--- src/rtl/psa_pkg.sv ---
package psa_pkg;

  localparam int unsigned SIG_W  = 64;
  localparam int unsigned LANE_W = 8;
  localparam int unsigned MODE_W = 2;

  localparam logic [MODE_W-1:0] MODE_SEED = '0;

  typedef enum logic [1:0] {
    OP_HOLD  = 2'd0,
    OP_CLEAR = 2'd1,
    OP_SEED  = 2'd2,
    OP_FOLD  = 2'd3
  } psa_op_e;

  // one LFSR step of the signature: shift up, feed the top bit back into the taps
  function automatic logic [SIG_W-1:0] lfsr_step(input logic [SIG_W-1:0] cur,
                                                  input logic [SIG_W-1:0] taps);
    logic [SIG_W-1:0] nxt;
    nxt = {cur[SIG_W-2:0], 1'b0};
    if (cur[SIG_W-1]) nxt = nxt ^ taps;
    return nxt;
  endfunction

  // select the operation for a cycle; clears come first
  function automatic psa_op_e pick_op(input logic wr, input logic seed_mode,
                                      input logic clr_a, input logic clr_b);
    psa_op_e op;
    if (clr_a || clr_b)  op = OP_CLEAR;
    else if (!wr)        op = OP_HOLD;
    else if (seed_mode)  op = OP_SEED;
    else                 op = OP_FOLD;
    return op;
  endfunction

endpackage

--- src/rtl/psa_lane_pad.sv ---
module psa_lane_pad #(
  parameter int unsigned W      = 64,
  parameter int unsigned LANE_W = 8,
  localparam int unsigned NL    = W / LANE_W
) (
  input  logic [W-1:0]  din,
  input  logic [NL-1:0] strb,
  output logic [W-1:0]  dout
);

  for (genvar k = 0; k < NL; k++) begin : g_lane
    assign dout[k*LANE_W +: LANE_W] = strb[k] ? din[k*LANE_W +: LANE_W] : '0;
  end

endmodule

--- src/rtl/psa_misr_step.sv ---
module psa_misr_step #(
  parameter int unsigned  W    = 64,
  parameter logic [W-1:0] TAPS = 64'h1B
) (
  input  logic [W-1:0] cur,
  input  logic [W-1:0] din,
  output logic [W-1:0] nxt
);

  logic fb;
  assign fb = cur[W-1];

  for (genvar i = 0; i < W; i++) begin : g_bit
    if (i == 0) begin : g_lsb
      assign nxt[i] = (TAPS[i] & fb) ^ din[i];
    end else begin : g_up
      assign nxt[i] = cur[i-1] ^ (TAPS[i] & fb) ^ din[i];
    end
  end

endmodule

--- src/rtl/psa_sig_core.sv ---
module psa_sig_core
  import psa_pkg::*;
#(
  parameter int unsigned W = 64
) (
  input  logic         clk,
  input  logic         rst_n,
  input  psa_op_e      op,
  input  logic [W-1:0] seed_val,
  input  logic [W-1:0] fold_val,
  output logic [W-1:0] sig_q
);

  logic [W-1:0] sig_d;

  always_comb begin
    sig_d = sig_q;
    unique case (op)
      OP_CLEAR: sig_d = '0;
      OP_SEED:  sig_d = seed_val;
      OP_FOLD:  sig_d = fold_val;
      default:  sig_d = sig_q;
    endcase
  end

  always_ff @(posedge clk or negedge rst_n) begin
    if (!rst_n) sig_q <= '0;
    else        sig_q <= sig_d;
  end

endmodule

--- src/rtl/psa_signature_reg.sv ---
module psa_signature_reg
  import psa_pkg::*;
#(
  parameter int unsigned   W      = SIG_W,
  parameter int unsigned   LW     = LANE_W,
  parameter int unsigned   MW     = MODE_W,
  parameter logic [W-1:0]  TAPS   = 64'h1B,
  localparam int unsigned  NL     = W / LW
) (
  input  logic          clk,
  input  logic          rst_n,
  input  logic          wr_en,
  input  logic [W-1:0]  wr_data,
  input  logic [NL-1:0] wr_strb,
  input  logic [MW-1:0] wr_mode,
  input  logic          sw_clr,
  input  logic          sect_clr,
  output logic [W-1:0]  rd_data
);

  // named internal events for the checker
  logic [W-1:0] pad_data;
  logic [W-1:0] fold_data;
  logic [W-1:0] sig_q;
  psa_op_e      op;
  logic         seed_mode;
  logic         ev_clear;
  logic         ev_seed;
  logic         ev_fold;

  assign seed_mode = (wr_mode == MW'(0));
  assign op        = pick_op(wr_en, seed_mode, sw_clr, sect_clr);
  assign ev_clear  = (op == OP_CLEAR);
  assign ev_seed   = (op == OP_SEED);
  assign ev_fold   = (op == OP_FOLD);

  psa_lane_pad #(.W(W), .LANE_W(LW)) u_pad (
    .din  (wr_data),
    .strb (wr_strb),
    .dout (pad_data)
  );

  psa_misr_step #(.W(W), .TAPS(TAPS)) u_step (
    .cur (sig_q),
    .din (pad_data),
    .nxt (fold_data)
  );

  psa_sig_core #(.W(W)) u_core (
    .clk      (clk),
    .rst_n    (rst_n),
    .op       (op),
    .seed_val (pad_data),
    .fold_val (fold_data),
    .sig_q    (sig_q)
  );

  assign rd_data = sig_q;

endmodule

--- config.mk ---
export PLATFORM = sky130hd
export DESIGN_NAME = psa_signature_reg
export DESIGN_NICKNAME = d
export VERILOG_FILES = /design/src/rtl/psa_pkg.sv /design/src/rtl/psa_lane_pad.sv /design/src/rtl/psa_misr_step.sv /design/src/rtl/psa_sig_core.sv /design/src/rtl/psa_signature_reg.sv
export SDC_FILE = /design/constraint.sdc
export NUM_CORES = 1
export LEC_CHECK = 0
export ABC_CLOCK_PERIOD_IN_PS = 1100
export BUFFER_PORTS_ARGS = -buffer_cell sky130_fd_sc_hd__buf_4
export CORE_MARGIN = 1.5
export CORE_UTILIZATION = 45
export CTS_BUF_LIST = sky130_fd_sc_hd__clkbuf_2 sky130_fd_sc_hd__clkbuf_4 sky130_fd_sc_hd__clkbuf_8
export DETAILED_ROUTE_END_ITERATION = 10
export PLACE_DENSITY = 0.81
export SETUP_SLACK_MARGIN = 0.05
export SYNTH_ARGS = -nofsm -noshare
export SYNTH_HDL_FRONTEND = slang
export SYNTH_SLANG_ARGS = --single-unit
--- constraint.sdc ---
create_clock -name clk -period 1.1 [get_ports clk]
set_input_delay 0.22 -clock clk [delete_from_list [all_inputs] [get_ports clk]]
set_output_delay 0.22 -clock clk [all_outputs]
set_load 0.05 [all_outputs]
==> results list, run 1 <==
- Avg WL per Cell: ~15 um
* Number of stages on the worst setup path: 5
- Max capacitance violation total: 0
- STA classifies the critical path startpoint as a flop.
* Clock tree from TritonCTS: built
- The core region is 7730 um^2.
* Tcrit/Tclk final: 108%
- Cell Rows: 32
* Peak supply drop: roughly 0.6 mV
- Largest registers: u_core.sig_q x64
- Clock period minus final worst setup slack: 1190 ps
* CP max-delay cell: sky130_fd_sc_hd__dfrtp_2
* Relative contribution of sequential cells to total power: 39.9%
- The register with the most flip-flops in the layout has 64 of them.
- Buffers & Inverters on Critical Path: 1
- The average instance in the mapped netlist occupies 8.45 um^2.
* Number of setup violations in the final report: 65
- The number of antenna violations at the first check in global routing came to 0.
- TritonCTS created 9 clock buffers.
- Worst-case clock buffer depth: 2
* Highest clock frequency the design can meet: between 800 and 900 MHz
* Insertion delay to the later sink of the worst-skew pair: between 300 and 400 ps
- Relative to the synthesized area, the layout overhead comes to 63.8%.
- The die is 92.2 um wide.
* Worst slew margin: 76.6%
- Internal power comes to between 4 and 5 mW.
- After detailed routing, the number of vias per cell comes to 5.08.
- Final ANT Viol Nets: 0
- Measured on the finished design, the core utilization comes to 75.9%.
* Critical Path Start: u_core.sig_q[63]
* First-pass iteration count of the detailed router: 4
- DP Wirelength: 6.29 mm
- Kind of cell adding the most delay to the critical path: flip-flops
- Top post-synthesis cells by count: sky130_fd_sc_hd__nand2_1 (98), sky130_fd_sc_hd__a21oi_1 (64), sky130_fd_sc_hd__dfrtp_1 (64), sky130_fd_sc_hd__o21ai_0 (64), sky130_fd_sc_hd__xnor2_1 (64)
* Share of flip-flops with an asynchronous set or reset after synthesis: 100%
- The share of synthesized area in the top cell type comes to 44.7%.
- In this run, synthesis inferred 0 flip-flops with an integrated enable.
* Critical path data arrival time: around 1500 ps
- Number of buffer cells added on primary ports: about 140
- Combinational power share: around 27%
* Share of the yosys chip area belonging to registers: 44.7%
* Global placement routability congestion: 0.771
- Count of cells along the worst hold path: 2
- For this run, design rule violations remaining after detail routing come to 0.
- When the netlist entered floorplanning its net count stood at approximately 500.
- Failing checks: negative setup slack
- Worst-case setup margin in the final layout: -89.7 ps
* GR Util met3: 6.47%
* Outcome: complete, but fails checks
- sky130_fd_sc_hd__nand2_1 is the most common cell in the netlist.
* Power Density: 1080 nW/um^2
- Switching power: between 1.5 and 2 mW
- Min-delay worst type: in -> reg
* Drt total wl: 10.6 mm
* Clk slew on worst S/H paths: 70 ps
* Largest net degree at the start of global routing: 65
- Once the floorplan was initialized, standard cells occupied between 40% and 50% of the core.
- Highest cell delay on the worst timing path: approximately 420 ps
* Transition time at the pin with the least slew margin: roughly 350 ps
- Clock sink total: 64
* Global-route wire length before repair: 16.3 mm
- In this run the static leakage power is 2.78 nW.
* Flip-flop and latch count after synthesis: 64
- Clock root buffer master: sky130_fd_sc_hd__clkbuf_8
* Fin. Hold Viols: 0
- In this run the most critical hold path is launched from wr_en.
- Register with the most flip-flops: u_core.sig_q
* Number of cell instances on the worst register-to-register path: 5
- Part of the power in the clock network: 33.4%
- Initial DRC count: 154
- Switching share of power: 31.0%
* Synth top area cells: sky130_fd_sc_hd__dfrtp_1 (45%), sky130_fd_sc_hd__xnor2_1 (16%), sky130_fd_sc_hd__nand2_1 (10%)
* Reg2Reg Launch Point: u_core.sig_q[63]
- H-tree depth reported by CTS: 3
- Max Transition Viols Final: 0
- Along the worst path, the maximum fanout reaches 5.
- The net count of the finished layout is 700.
* Setup CP Type: reg -> reg
- Hold is met by 122 ps.
- Number of top-level pins: 143
- Unrepaired setup endpoints after global routing: yes
* Final antenna diode count: 0
- Final non-filler cell area: 5870 um^2
* Number of distinct library cell variants in the gate-level netlist after synthesis: 13
- Number of warnings issued by yosys: 0
- Area after detailed placement: 4830 um^2
* Die Area: 8500 um^2
- Element type at the critical path end: flop
* Global Route Usage Sum: 24.1%
- Die outline height: between 90 and 100 um
- The cell area that synthesis handed to floorplanning was approximately 3600 um^2.
- Global routing used 41.0% of the available met2 tracks.
- Cell accounting for the most synthesized area: sky130_fd_sc_hd__dfrtp_1
* Global-route track usage on met1: 30.0%
- The post-route netlist has 50.0% of its cells at a drive strength greater than 1.
- Worst endpoint required time: 1370 ps
- Via count of the first global-routing pass: about 3400
* Number of cells produced by synthesis: 424
- The most used flip-flop cell after synthesis is sky130_fd_sc_hd__dfrtp_1.
* Most congested layer reported by global routing: met2
* Via Count: 3700
- Cell chain of the critical path: buf_6 -> xor2_2 -> nand2_2 -> xnor2_2 -> a21oi_1
* Remaining global-route overflow: 0
- Clock skew on the completed layout was measured at around 14 ps.
final timing paths:
kind | slack, ps | end
worst min-delay path | 120 | u_core.sig_q[60]
worst max register to register | -90 | u_core.sig_q[1]
max in group asynchronous | 370 | u_core.sig_q[43]
worst min register to register | 640 | u_core.sig_q[53]
min in group asynchronous | 400 | u_core.sig_q[54]
worst max-delay path | -90 | u_core.sig_q[1]
cells by family (layout without fill, tap and decap cells):
family                 Yosys count  after routing  synth area share [%]
AND/OR/NAND/NOR                130            130                  15.8
AO/OA/AOI/OAI                  128            128                  17.9
XOR/XNOR                        67             67                  16.4
flip-flops                      64             64                  44.7
buffers and inverters           35            237                  5.21
cells in the final DEF, fill, tap and decap left out:
cell / instances
sky130_fd_sc_hd__xnor2_1: 60
sky130_fd_sc_hd__or2_4: 1
sky130_fd_sc_hd__nand2_2: 59
sky130_fd_sc_hd__nor2_4: 1
sky130_fd_sc_hd__dfrtp_2: 8
sky130_fd_sc_hd__dlygate4sd3_1: 1
sky130_fd_sc_hd__o21ai_0: 64
sky130_fd_sc_hd__buf_8: 1
sky130_fd_sc_hd__buf_4: 149
sky130_fd_sc_hd__bufinv_16: 1
sky130_fd_sc_hd__xor2_2: 3
sky130_fd_sc_hd__nand2_1: 68
sky130_fd_sc_hd__clkinv_4: 1
sky130_fd_sc_hd__xnor2_2: 4
sky130_fd_sc_hd__clkbuf_8: 10
sky130_fd_sc_hd__clkinvlp_4: 2
sky130_fd_sc_hd__a21oi_1: 64
sky130_fd_sc_hd__nand2_4: 1
sky130_fd_sc_hd__buf_6: 64
sky130_fd_sc_hd__buf_12: 6
sky130_fd_sc_hd__dfrtp_1: 56
sky130_fd_sc_hd__clkbuf_4: 2
power by group through the flow:
stage	sequential (mW)	clock (mW)	combinational (mW)
2_1_floorplan	2.90	0	0.570
3_3_place_gp	2.58	0	1.39
3_5_place_dp	2.58	0	1.42
4_1_cts	2.53	2.14	1.61
5_1_grt	2.54	2.25	1.82
6_report	2.53	2.12	1.70
routing by layer:
layer  up-vias  wire [um]
li1       1771          -
met1      1782       4270
met2       133       5540
met3        14        680
met4         0        138
met5         -          0
repair_timing:
| action | 4_1_cts | 5_1_grt |
|---|---|---|
| hold endpoints to repair | 64 | 0 |
| buffers inserted | 47 | 22 |
| endpoints found under the setup margin | 66 | 67 |
| hold buffers | 1 | 0 |
| gates resized for setup | 63 | 11 |
| pin swaps | 0 | 5 |
worst reg2reg max path: stages, from the launching register on:
cell                      delay (ps)
sky130_fd_sc_hd__dfrtp_2         420
sky130_fd_sc_hd__buf_6           140
sky130_fd_sc_hd__xor2_2          170
sky130_fd_sc_hd__nand2_2          90
sky130_fd_sc_hd__xnor2_2         140
sky130_fd_sc_hd__a21oi_1         160
per-stage QoR:
step	setup slack [ps]	std cells	setup TNS [ps]	total power, mW
after detailed placement	-156	642	-7120	4.00
after floorplan	-35.4	424	-752	3.46
after global placement	-122	642	-5990	3.97
final	-89.7	728	-2030	6.34
after global routing	-130	728	-4240	6.60
after CTS	-76.1	706	-2700	6.28
layout make-up:
type | instances | area [um^2]
timing repair buffer | 221 | 1980
clock buffer | 12 | 153
sequential | 64 | 1610
clock inverter | 4 | 53.8
multi-input combinational | 325 | 1940
tap | 102 | 128
fill | 548 | 1860
(Power assumes the default switching activity.)
==> run 2, diff against run 1 <==
--- a/config.mk
+++ b/config.mk
@@ -11,6 +11,7 @@
 export CORE_UTILIZATION = 45
 export CTS_BUF_LIST = sky130_fd_sc_hd__clkbuf_2 sky130_fd_sc_hd__clkbuf_4 sky130_fd_sc_hd__clkbuf_8
 export DETAILED_ROUTE_END_ITERATION = 10
+export GPL_TIMING_DRIVEN = 0
 export PLACE_DENSITY = 0.81
 export SETUP_SLACK_MARGIN = 0.05
 export SYNTH_ARGS = -nofsm -noshare
==> run 2 against run 1 <==
Against the previous run: the flow finishes with violations (negative hold slack, negative setup slack); die area is the same; clock skew shrank 10 ps; total power shrank 3.1%; combinational power is essentially flat; clock power shrank 10%; worst hold slack lost 150 ps; non-clock buffer count grew 10; first-iteration DRC count shrank 49%.
==> results list, run 2 (synthesized netlist as in run 1, its figures left out) <==
- Part of the power in the clock network: 30.9% (was 33.4%)
- Max Transition Viols Final: 0 (unchanged)
- Synthesis-to-finish area growth: 63.7% (was 63.8%)
* Clk slew on worst S/H paths: 70 ps (about the same)
* Worst slew margin: 44.9% (was 76.6%)
- Final antenna diode count: 0 (unchanged)
* Register with the most flip-flops: u_core.sig_q (unchanged)
- The via count of the first global-routing pass is 3732 (was 3444).
* Transition time at the pin with the least slew margin: 826 ps (was 351 ps)
- Int Power: 4.23 mW (was 4.38 mW)
- Final ANT Viol Nets: 0 (unchanged)
* Worst-case clock buffer depth: 2 (unchanged)
* Inserted Clock Buffers: 9 (unchanged)
- Element type at the critical path end: flop (unchanged)
- Share of layout cells above drive strength 1: 48.7% (was 50.0%)
* Clock root buffer master: sky130_fd_sc_hd__clkbuf_8 (unchanged)
* Cts hold-fix bufs: 0 (was 1)
- Commonest non-fill, non-tap cells in the layout: sky130_fd_sc_hd__buf_4 (124), sky130_fd_sc_hd__buf_6 (73), sky130_fd_sc_hd__nand2_1 (68) (was sky130_fd_sc_hd__buf_4 (149), sky130_fd_sc_hd__nand2_1 (68), sky130_fd_sc_hd__o21ai_0 (64), sky130_fd_sc_hd__a21oi_1 (64), sky130_fd_sc_hd__buf_6 (64)).
- Critical path data arrival time: 1370 ps (was 1460 ps)
- The number of DRC violations after detailed-routing iteration 0 is 78 (was 154).
- Unrepaired setup endpoints after global routing: yes (unchanged)
- Outcome: complete, but fails checks (unchanged).
- Highest clock frequency the design can meet: 853 MHz (was 841 MHz)
* Clock tree from TritonCTS: built (unchanged)
* Worst hold slack after final layout: -28.4 ps (was 122 ps)
- The total number of vias is 3748 (was 3700).
- Setup CP Type: reg -> reg (unchanged)
- The DRC violation count after routing was 0 (unchanged).
* Leakage power: 2.78 nW (about the same)
- Relative contribution of sequential cells to total power: 41.2% (was 39.9%)
- Switching power: 1.91 mW (was 1.96 mW)
- Max capacitance violation total: 0 (unchanged)
- Number of setup violations in the final report: 56 (was 65)
- Die Area: 8500 um^2 (unchanged)
- Number of top-level pins: 143 (unchanged)
- Flip-flop count of the largest register after layout: 64 (unchanged)
- Largest registers: u_core.sig_q x64 (unchanged)
- Worst clock skew on the final layout: 3.75 ps (was 13.8 ps)
- The number of antenna violations at the first check in global routing was 0 (unchanged).
* Global Route Usage Sum: 25.5% (was 24.1%)
- Worst-case setup margin in the final layout: -72.5 ps (was -89.7 ps)
* Horizontal die dimension: 92.2 um (unchanged)
- Largest net degree at the start of global routing: 65 (unchanged)
- The minimum clock period after layout is 1170 ps (was 1190 ps).
- Tcrit/Tclk final: 107% (was 108%)
- The total half-perimeter wirelength after legalization and detailed placement was 6.92 mm (was 6.29 mm).
- The total wire length after detailed routing is 11.1 mm (was 10.6 mm).
- Peak supply drop: 0.637 mV (was 0.614 mV)
- The number of search-and-repair iterations in the first detailed-routing pass was 5 (was 4).
* Worst endpoint required time: 1290 ps (was 1370 ps)
- The critical path launch point type is a flop (unchanged).
- The initial cell density of the core was 46.3% (unchanged).
* Core Area: 7730 um^2 (unchanged)
- The first-pass GRT wire length came to 17.2 mm (was 16.3 mm).
* Combinational power share: 27.9% (was 26.8%)
* NumNets Final: 710 (was 700)
- Cell Rows: 32 (unchanged)
- Per-cell via count in the routed design: 5.09 (was 5.08)
* Final core utilization: 75.9% (about the same)
- Min-delay worst type: in -> async (was in -> reg)
* Post-Route Setup TNS: -1050 ps (was -2030 ps)
- Remaining global-route overflow: 0 (unchanged)
* Avg WL per Cell: 15.1 um (was 14.6 um)
- Power Density: 1050 nW/um^2 (was 1080 nW/um^2)
- The number of sinks handled by clock tree synthesis came to 64 (unchanged).
- Number of buffer cells added on primary ports: 133 (was 142)
- H-tree depth reported by CTS: 3 (unchanged)
- Failing checks: negative hold slack, negative setup slack (was negative setup slack)
* Global placement routability congestion: 0.813 (was 0.771)
- Fin. Hold Viols: 10 (was 0)
- Insertion delay to the later sink of the worst-skew pair: 330 ps (was 350 ps)
- The most common cell after layout, fill and taps aside is sky130_fd_sc_hd__buf_4 (unchanged).
- The height of the die came to 92.2 um (unchanged).
- The peak fanout along the critical path came to 3 (was 5).
* Switching share of power: 31.1% (was 31.0%)
[run 2: area by class of cell]
| class | instances | area (um^2) |
|---|---|---|
| Tap cell | 102 | 128 |
| Timing Repair Buffer | 196 | 1740 |
| Fill cell | 552 | 1860 |
| Buffer | 35 | 219 |
| Sequential cell | 64 | 1610 |
| Clock buffer | 14 | 180 |
| Multi-Input combinational cell | 325 | 1980 |
[run 2: per-layer routing]
metal / GRT usage [%] / wire length, um / share of wire, %
met2: 44.4 / 5790 / 52
met3: 5.89 / 651 / 5.9
met1: 31.0 / 4570 / 41
met4: 8.33 / 112 / 1.0
met5: 0 / 0 / 0
[run 2: per-stage QoR]
| stage | instances | area [um^2] | hold WS [ps] | total power, mW | setup slack (ps) |
|---|---|---|---|---|---|
| after floorplan | 424 | 3690 | -75.6 | 3.46 | -35.4 |
| after global placement | 659 | 4810 | 364 | 3.97 | -604 |
| after detailed placement | 659 | 4810 | 377 | 3.99 | -663 |
| after CTS | 723 | 5640 | 22.5 | 6.07 | -58.6 |
| after global routing | 736 | 5860 | 51.9 | 6.38 | -85.7 |
| final | 736 | 5860 | -28.4 | 6.14 | -72.5 |
[run 2: worst paths after layout]
kind,endpoint,slack [ps],cells past startpoint,from
worst max register to register,u_core.sig_q[1],-70,5,u_core.sig_q[63]
min in group clk,u_core.sig_q[41],210,4,sw_clr
max in group asynchronous,u_core.sig_q[40],520,1,rst_n
worst max-delay path,u_core.sig_q[1],-70,5,u_core.sig_q[63]
worst min register to register,u_core.sig_q[33],640,2,u_core.sig_q[33]
worst min-delay path,u_core.sig_q[54],-30,1,rst_n
[run 2: worst max-delay path, stage by stage (launching register included)]
cell                      delay (ps)
sky130_fd_sc_hd__dfrtp_2         430
sky130_fd_sc_hd__buf_6           130
sky130_fd_sc_hd__xor2_1          150
sky130_fd_sc_hd__nand2_2          70
sky130_fd_sc_hd__xnor2_1         160
sky130_fd_sc_hd__a21oi_1          90
[run 2: timing repair]
action                                  CTS  global route
gates resized for setup                  69            41
pin swaps                                 1             9
endpoints found under the setup margin  128           120
setup buffers                            50            17
[run 2: power by group through the flow]
stage	combinational [mW]	clock (mW)	sequential [mW]
2_1_floorplan	0.570	0	2.90
3_5_place_dp	1.41	0	2.58
6_report	1.71	1.90	2.53
4_1_cts	1.62	1.92	2.53
5_1_grt	1.83	2.02	2.54
3_3_place_gp	1.39	0	2.58
==> run 3, diff against run 2 <==
--- a/config.mk
+++ b/config.mk
@@ -5,6 +5,7 @@
 export SDC_FILE = /design/constraint.sdc
 export NUM_CORES = 1
 export LEC_CHECK = 0
+export ABC_AREA = 1
 export ABC_CLOCK_PERIOD_IN_PS = 1100
 export BUFFER_PORTS_ARGS = -buffer_cell sky130_fd_sc_hd__buf_4
 export CORE_MARGIN = 1.5
@@ -12,7 +13,7 @@
 export CTS_BUF_LIST = sky130_fd_sc_hd__clkbuf_2 sky130_fd_sc_hd__clkbuf_4 sky130_fd_sc_hd__clkbuf_8
 export DETAILED_ROUTE_END_ITERATION = 10
 export GPL_TIMING_DRIVEN = 0
-export PLACE_DENSITY = 0.81
+export PLACE_DENSITY = 0.78
 export SETUP_SLACK_MARGIN = 0.05
 export SYNTH_ARGS = -nofsm -noshare
 export SYNTH_HDL_FRONTEND = slang
==> run 3 against run 2 <==
Against the previous run: count of clock-buffer cells in the layout decreased by 1; synthesized area grew 23%; non-clock buffer count up 19; synthesized cell count increased by 64%; first-iteration DRC count rose to 3.0 times the previous value; flip-flop and latch count is the same; the flow still finishes with violations (negative hold slack, negative setup slack); largest cell class unchanged.
==> results list, run 3 <==
- Largest net degree at the start of global routing: 65 (unchanged)
* Transition time at the pin with the least slew margin: 861 ps (was 826 ps)
* Initial DRC count: 236 (was 78)
- Inserted Clock Buffers: 9 (unchanged)
- The total wire length after detailed routing came to 14.3 mm (was 11.1 mm).
- The global route total overflow came to 0 (unchanged).
* Post-Route Setup TNS: -1630 ps (was -1050 ps)
- Avg Synthesized Cell Area: 6.32 um^2 (was 8.45 um^2)
* Worst clock skew on the final layout: 9.50 ps (was 3.75 ps)
- The max-slew violation count is 0 (unchanged).
* Worst slew margin: 42.6% (was 44.9%)
- The fmax came to 865 MHz (was 853 MHz).
* Via Count: 5430 (was 3748)
* Antenna violations before repair: 0 (unchanged)
- The sequential cell area came to 1610 um^2 (about the same).
- Synthesized Nets: 774 (was 503)
- The destination of the critical timing path was rd_data[16] (was u_core.sig_q[1]).
- Setup CP Type: reg -> out (was reg -> reg)
- The source of the critical timing path is u_core.sig_q[16] (was u_core.sig_q[63]).
- The portion of total power attributed to combinational logic is 23.5% (was 27.9%).
* Worst-case clock buffer depth: 2 (unchanged)
* Synth Cell Area: 4390 um^2 (was 3580 um^2)
* Flip-flop and latch count after synthesis: 64 (unchanged)
- Leakage power: 3.92 nW (was 2.78 nW)
* Most common cell after layout, fill and taps aside: sky130_fd_sc_hd__nand2_1 (was sky130_fd_sc_hd__buf_4)
- The count of different cell masters after synthesis is 13 (unchanged).
- The number of warnings printed during yosys synthesis was 0 (unchanged).
* Largest registers: u_core.sig_q x64 (unchanged)
- The fraction of registers with async set or reset after synthesis was 100% (unchanged).
- The count of buffer and inverter cells on the critical path is 1 (unchanged).
* Number of top-level pins: 143 (unchanged)
- The total count of hold-check failures in the final report is 14 (was 10).
* Register with the most flip-flops: u_core.sig_q (unchanged)
- The worst setup slack before clock tree synthesis came to -282 ps (was -663 ps).
- End of the worst register-to-register path: u_core.sig_q[3] (was u_core.sig_q[1])
- The count of cells along the worst register-to-register path is 7 (was 5).
- Clock period minus final worst setup slack: 1160 ps (was 1170 ps)
* Reg2Reg Launch Point: u_core.sig_q[63] (unchanged)
* Kind of cell adding the most delay to the critical path: flip-flops (unchanged)
* Min-delay worst type: in -> async (unchanged)
- Synth top area cells: sky130_fd_sc_hd__dfrtp_1 (36%), sky130_fd_sc_hd__nand2_1 (22%), sky130_fd_sc_hd__nand3_1 (15%) (was sky130_fd_sc_hd__dfrtp_1 (45%), sky130_fd_sc_hd__xnor2_1 (16%), sky130_fd_sc_hd__nand2_1 (10%))
* Final ANT Viol Nets: 0 (unchanged)
- Max capacitance violation total: 0 (unchanged)
- EDFF count, synth: 0 (unchanged)
- Total Power Consumption: 6.06 mW (was 6.14 mW)
- The footprint of the multi-input gates was 2140 um^2 (was 1980 um^2).
* Part of the power in the clock network: 35.7% (was 30.9%)
- The total half-perimeter wirelength after legalization and detailed placement was 9.08 mm (was 6.92 mm).
- The switching share of power came to 30.8% (was 31.1%).
- Top-area cell type share of the netlist area: 36.5% (was 44.7%)
- The DRC violation count after routing is 0 (unchanged).
- The port buffer count is 134 (was 133).
- The cell with the largest stage delay on the worst path was sky130_fd_sc_hd__dfrtp_1 (was sky130_fd_sc_hd__dfrtp_2).
- The peak fanout along the critical path came to 3 (unchanged).
* Int Power: 4.19 mW (was 4.23 mW)
- Clock tree from TritonCTS: built (unchanged)
- Power Density: 906 nW/um^2 (was 1050 nW/um^2)
- Avg WL per Cell: 13.6 um (was 15.1 um)
- The via count of the first global-routing pass was 5061 (was 3732).
- The number of cells produced by synthesis was 695 (was 424).
- Horizontal die dimension: 102 um (was 92.2 um)
* Per-cell via count in the routed design: 5.17 (was 5.09)
* NumNets Final: 995 (was 710)
- The area of the core region came to 9370 um^2 (was 7730 um^2).
- Outcome: complete, but fails checks (unchanged).
* Cell accounting for the most synthesized area: sky130_fd_sc_hd__dfrtp_1 (unchanged)
- First-pass iteration count of the detailed router: 4 (was 5)
* Global Route Usage Sum: 27.0% (was 25.5%)
* Element type at the critical path end: output pin (was flop)
- Die Area: 10400 um^2 (was 8500 um^2)
* Synthesis-to-finish area growth: 52.5% (was 63.7%)
- Flip-flop count of the largest register after layout: 64 (unchanged)
- Tcrit/Tclk final: 105% (was 107%)
- The height of the die is 102 um (was 92.2 um).
- Top post-synthesis cells by count: sky130_fd_sc_hd__nand2_1 (262), sky130_fd_sc_hd__nand3_1 (131), sky130_fd_sc_hd__inv_1 (129) (was sky130_fd_sc_hd__nand2_1 (98), sky130_fd_sc_hd__a21oi_1 (64), sky130_fd_sc_hd__dfrtp_1 (64), sky130_fd_sc_hd__o21ai_0 (64), sky130_fd_sc_hd__xnor2_1 (64))
- Unrepaired setup endpoints after global routing: yes (unchanged).
- Share of layout cells above drive strength 1: 31.5% (was 48.7%)
- Commonest non-fill, non-tap cells in the layout: sky130_fd_sc_hd__nand2_1 (254), sky130_fd_sc_hd__buf_4 (140), sky130_fd_sc_hd__nand3_1 (124) (was sky130_fd_sc_hd__buf_4 (124), sky130_fd_sc_hd__buf_6 (73), sky130_fd_sc_hd__nand2_1 (68)).
* Filler cell count: 787 (was 552)
- Worst-case setup margin in the final layout: -56.6 ps (was -72.5 ps)
* Number of setup violations in the final report: 63 (was 56)
- The number of buffers inserted by hold repair at cts is 0 (unchanged).
- Clock root buffer master: sky130_fd_sc_hd__clkbuf_8 (unchanged)
- The initial cell density of the core is 46.9% (was 46.3%).
- Failing checks: negative hold slack, negative setup slack (unchanged)
- The most frequent cell after synthesis is sky130_fd_sc_hd__nand2_1 (unchanged).
- The register share of total power is 40.8% (was 41.2%).
* Highest cell delay on the worst timing path: 430 ps (about the same)
- Insertion delay to the later sink of the worst-skew pair: 340 ps (was 330 ps)
* Share of the yosys chip area belonging to registers: 36.5% (was 44.7%)
* Peak supply drop: 0.593 mV (was 0.637 mV)
- The global placement routability congestion is 0.834 (was 0.813).
* Cell Rows: 35 (was 32)
- The number of sinks handled by clock tree synthesis is 64 (unchanged).
- The internal reg-to-reg setup slack is 30 ps (was -70 ps).
- The predominant post-synthesis flop cell is sky130_fd_sc_hd__dfrtp_1 (unchanged).
- The number of H-tree levels is 3 (unchanged).
* Clk slew on worst S/H paths: 80 ps (was 70 ps)
* Switching power: 1.87 mW (was 1.91 mW)
- Worst hold slack after final layout: -27.9 ps (was -28.4 ps)
- The first-pass GRT wire length is 22.3 mm (was 17.2 mm).
* Number of stages on the worst setup path: 1 (was 5)
- Cell chain of the critical path: buf_6 (was buf_6 -> xor2_1 -> nand2_2 -> xnor2_1 -> a21oi_1)
- Worst endpoint required time: 880 ps (was 1290 ps)
- The number of antenna repair diodes was 0 (unchanged).
- Element type at the critical path start: flop (unchanged)
- Critical path data arrival time: 940 ps (was 1370 ps)
-- run 3: cell count changes in the layout (fill, tap and decap cells not counted), moves of 23 or more --
cell | before | now
sky130_fd_sc_hd__a21oi_1 | 60 | 0
sky130_fd_sc_hd__buf_2 | 2 | 25
sky130_fd_sc_hd__nand2_2 | 55 | 6
sky130_fd_sc_hd__nand2_1 | 68 | 254
sky130_fd_sc_hd__o21ai_0 | 62 | 0
sky130_fd_sc_hd__xnor2_1 | 57 | 1
sky130_fd_sc_hd__nand4_1 | 0 | 64
sky130_fd_sc_hd__inv_1 | 0 | 119
sky130_fd_sc_hd__nand3_1 | 0 | 124
-- run 3: stage by stage --
stage               hold slack, ps  util (%)  instances  area [um^2]
floorplan                    -75.6         -        695         4400
global placement               385      59.4        958         5560
detailed placement             383      59.4        958         5560
CTS                           5.76      68.5       1028         6420
global route                  39.0      71.4       1050         6700
finish                       -27.9      71.4       1050         6700
-- run 3: how the worst min path moves through the flow --
stage | start | to | slack [ps] | cells past startpoint
floorplan | rst_n | u_core.sig_q[0] | -80 | 0
global placement | rst_n | u_core.sig_q[60] | 390 | 1
detailed placement | rst_n | u_core.sig_q[61] | 380 | 1
CTS | rst_n | u_core.sig_q[61] | 6 | 1
global route | rst_n | u_core.sig_q[60] | 40 | 1
finish | rst_n | u_core.sig_q[60] | -30 | 1
-- run 3: power by group through the flow --
| stage | combinational [mW] | sequential (mW) | clock [mW] |
|---|---|---|---|
| 6_report | 1.42 | 2.47 | 2.17 |
| 5_1_grt | 1.55 | 2.48 | 2.29 |
| 4_1_cts | 1.35 | 2.47 | 2.20 |
| 3_5_place_dp | 1.20 | 2.53 | 0 |
| 3_3_place_gp | 1.17 | 2.53 | 0 |
| 2_1_floorplan | 0.483 | 2.74 | 0 |
-- run 3: worst reg2reg max path, stage by stage (launching register included) --
cell and delay, ps:
sky130_fd_sc_hd__dfrtp_2 430, sky130_fd_sc_hd__buf_6 150, sky130_fd_sc_hd__inv_8 70, sky130_fd_sc_hd__nand2_2 50
sky130_fd_sc_hd__nand2_1 60, sky130_fd_sc_hd__nand2_1 60, sky130_fd_sc_hd__nand3_2 80, sky130_fd_sc_hd__nand3_2 60
-- run 3: cell type report --
class	count	share of cell area, %
repair buffers	210	27.6
well taps	129	2.41
inverters	130	7.44
clock buffers	13	2.49
flip-flops and latches	64	24.0
plain buffers	40	3.44
clock inverters	3	0.598
multi-input cells	461	32.0
-- run 3: cells by family (layout without fill, tap and decap cells) --
family | count (synthesis) | count (layout) | synth area share, %
buffers and inverters | 170 | 396 | 16.3
AND/OR/NAND/NOR | 460 | 460 | 47.0
flip-flops | 64 | 64 | 36.5
XOR/XNOR | 1 | 1 | 0.199
-- run 3: metal layers --
layer / wire (um) / vias up / GRT usage, % / part of all wire (%)
met5: 0 / - / 0 / 0
met4: 248 / 0 / 10.0 / 1.7
met3: 831 / 25 / 4.21 / 5.8
met2: 7320 / 202 / 47.5 / 51
met1: 5890 / 2570 / 33.3 / 41
li1: - / 2633 / - / -
-- run 3: what timing repair did --
action / 4_1_cts / 5_1_grt
setup endpoints to repair: 64 / 117
setup buffers: 54 / 27
gates resized for setup: 64 / 37
pin swaps: 0 / 22
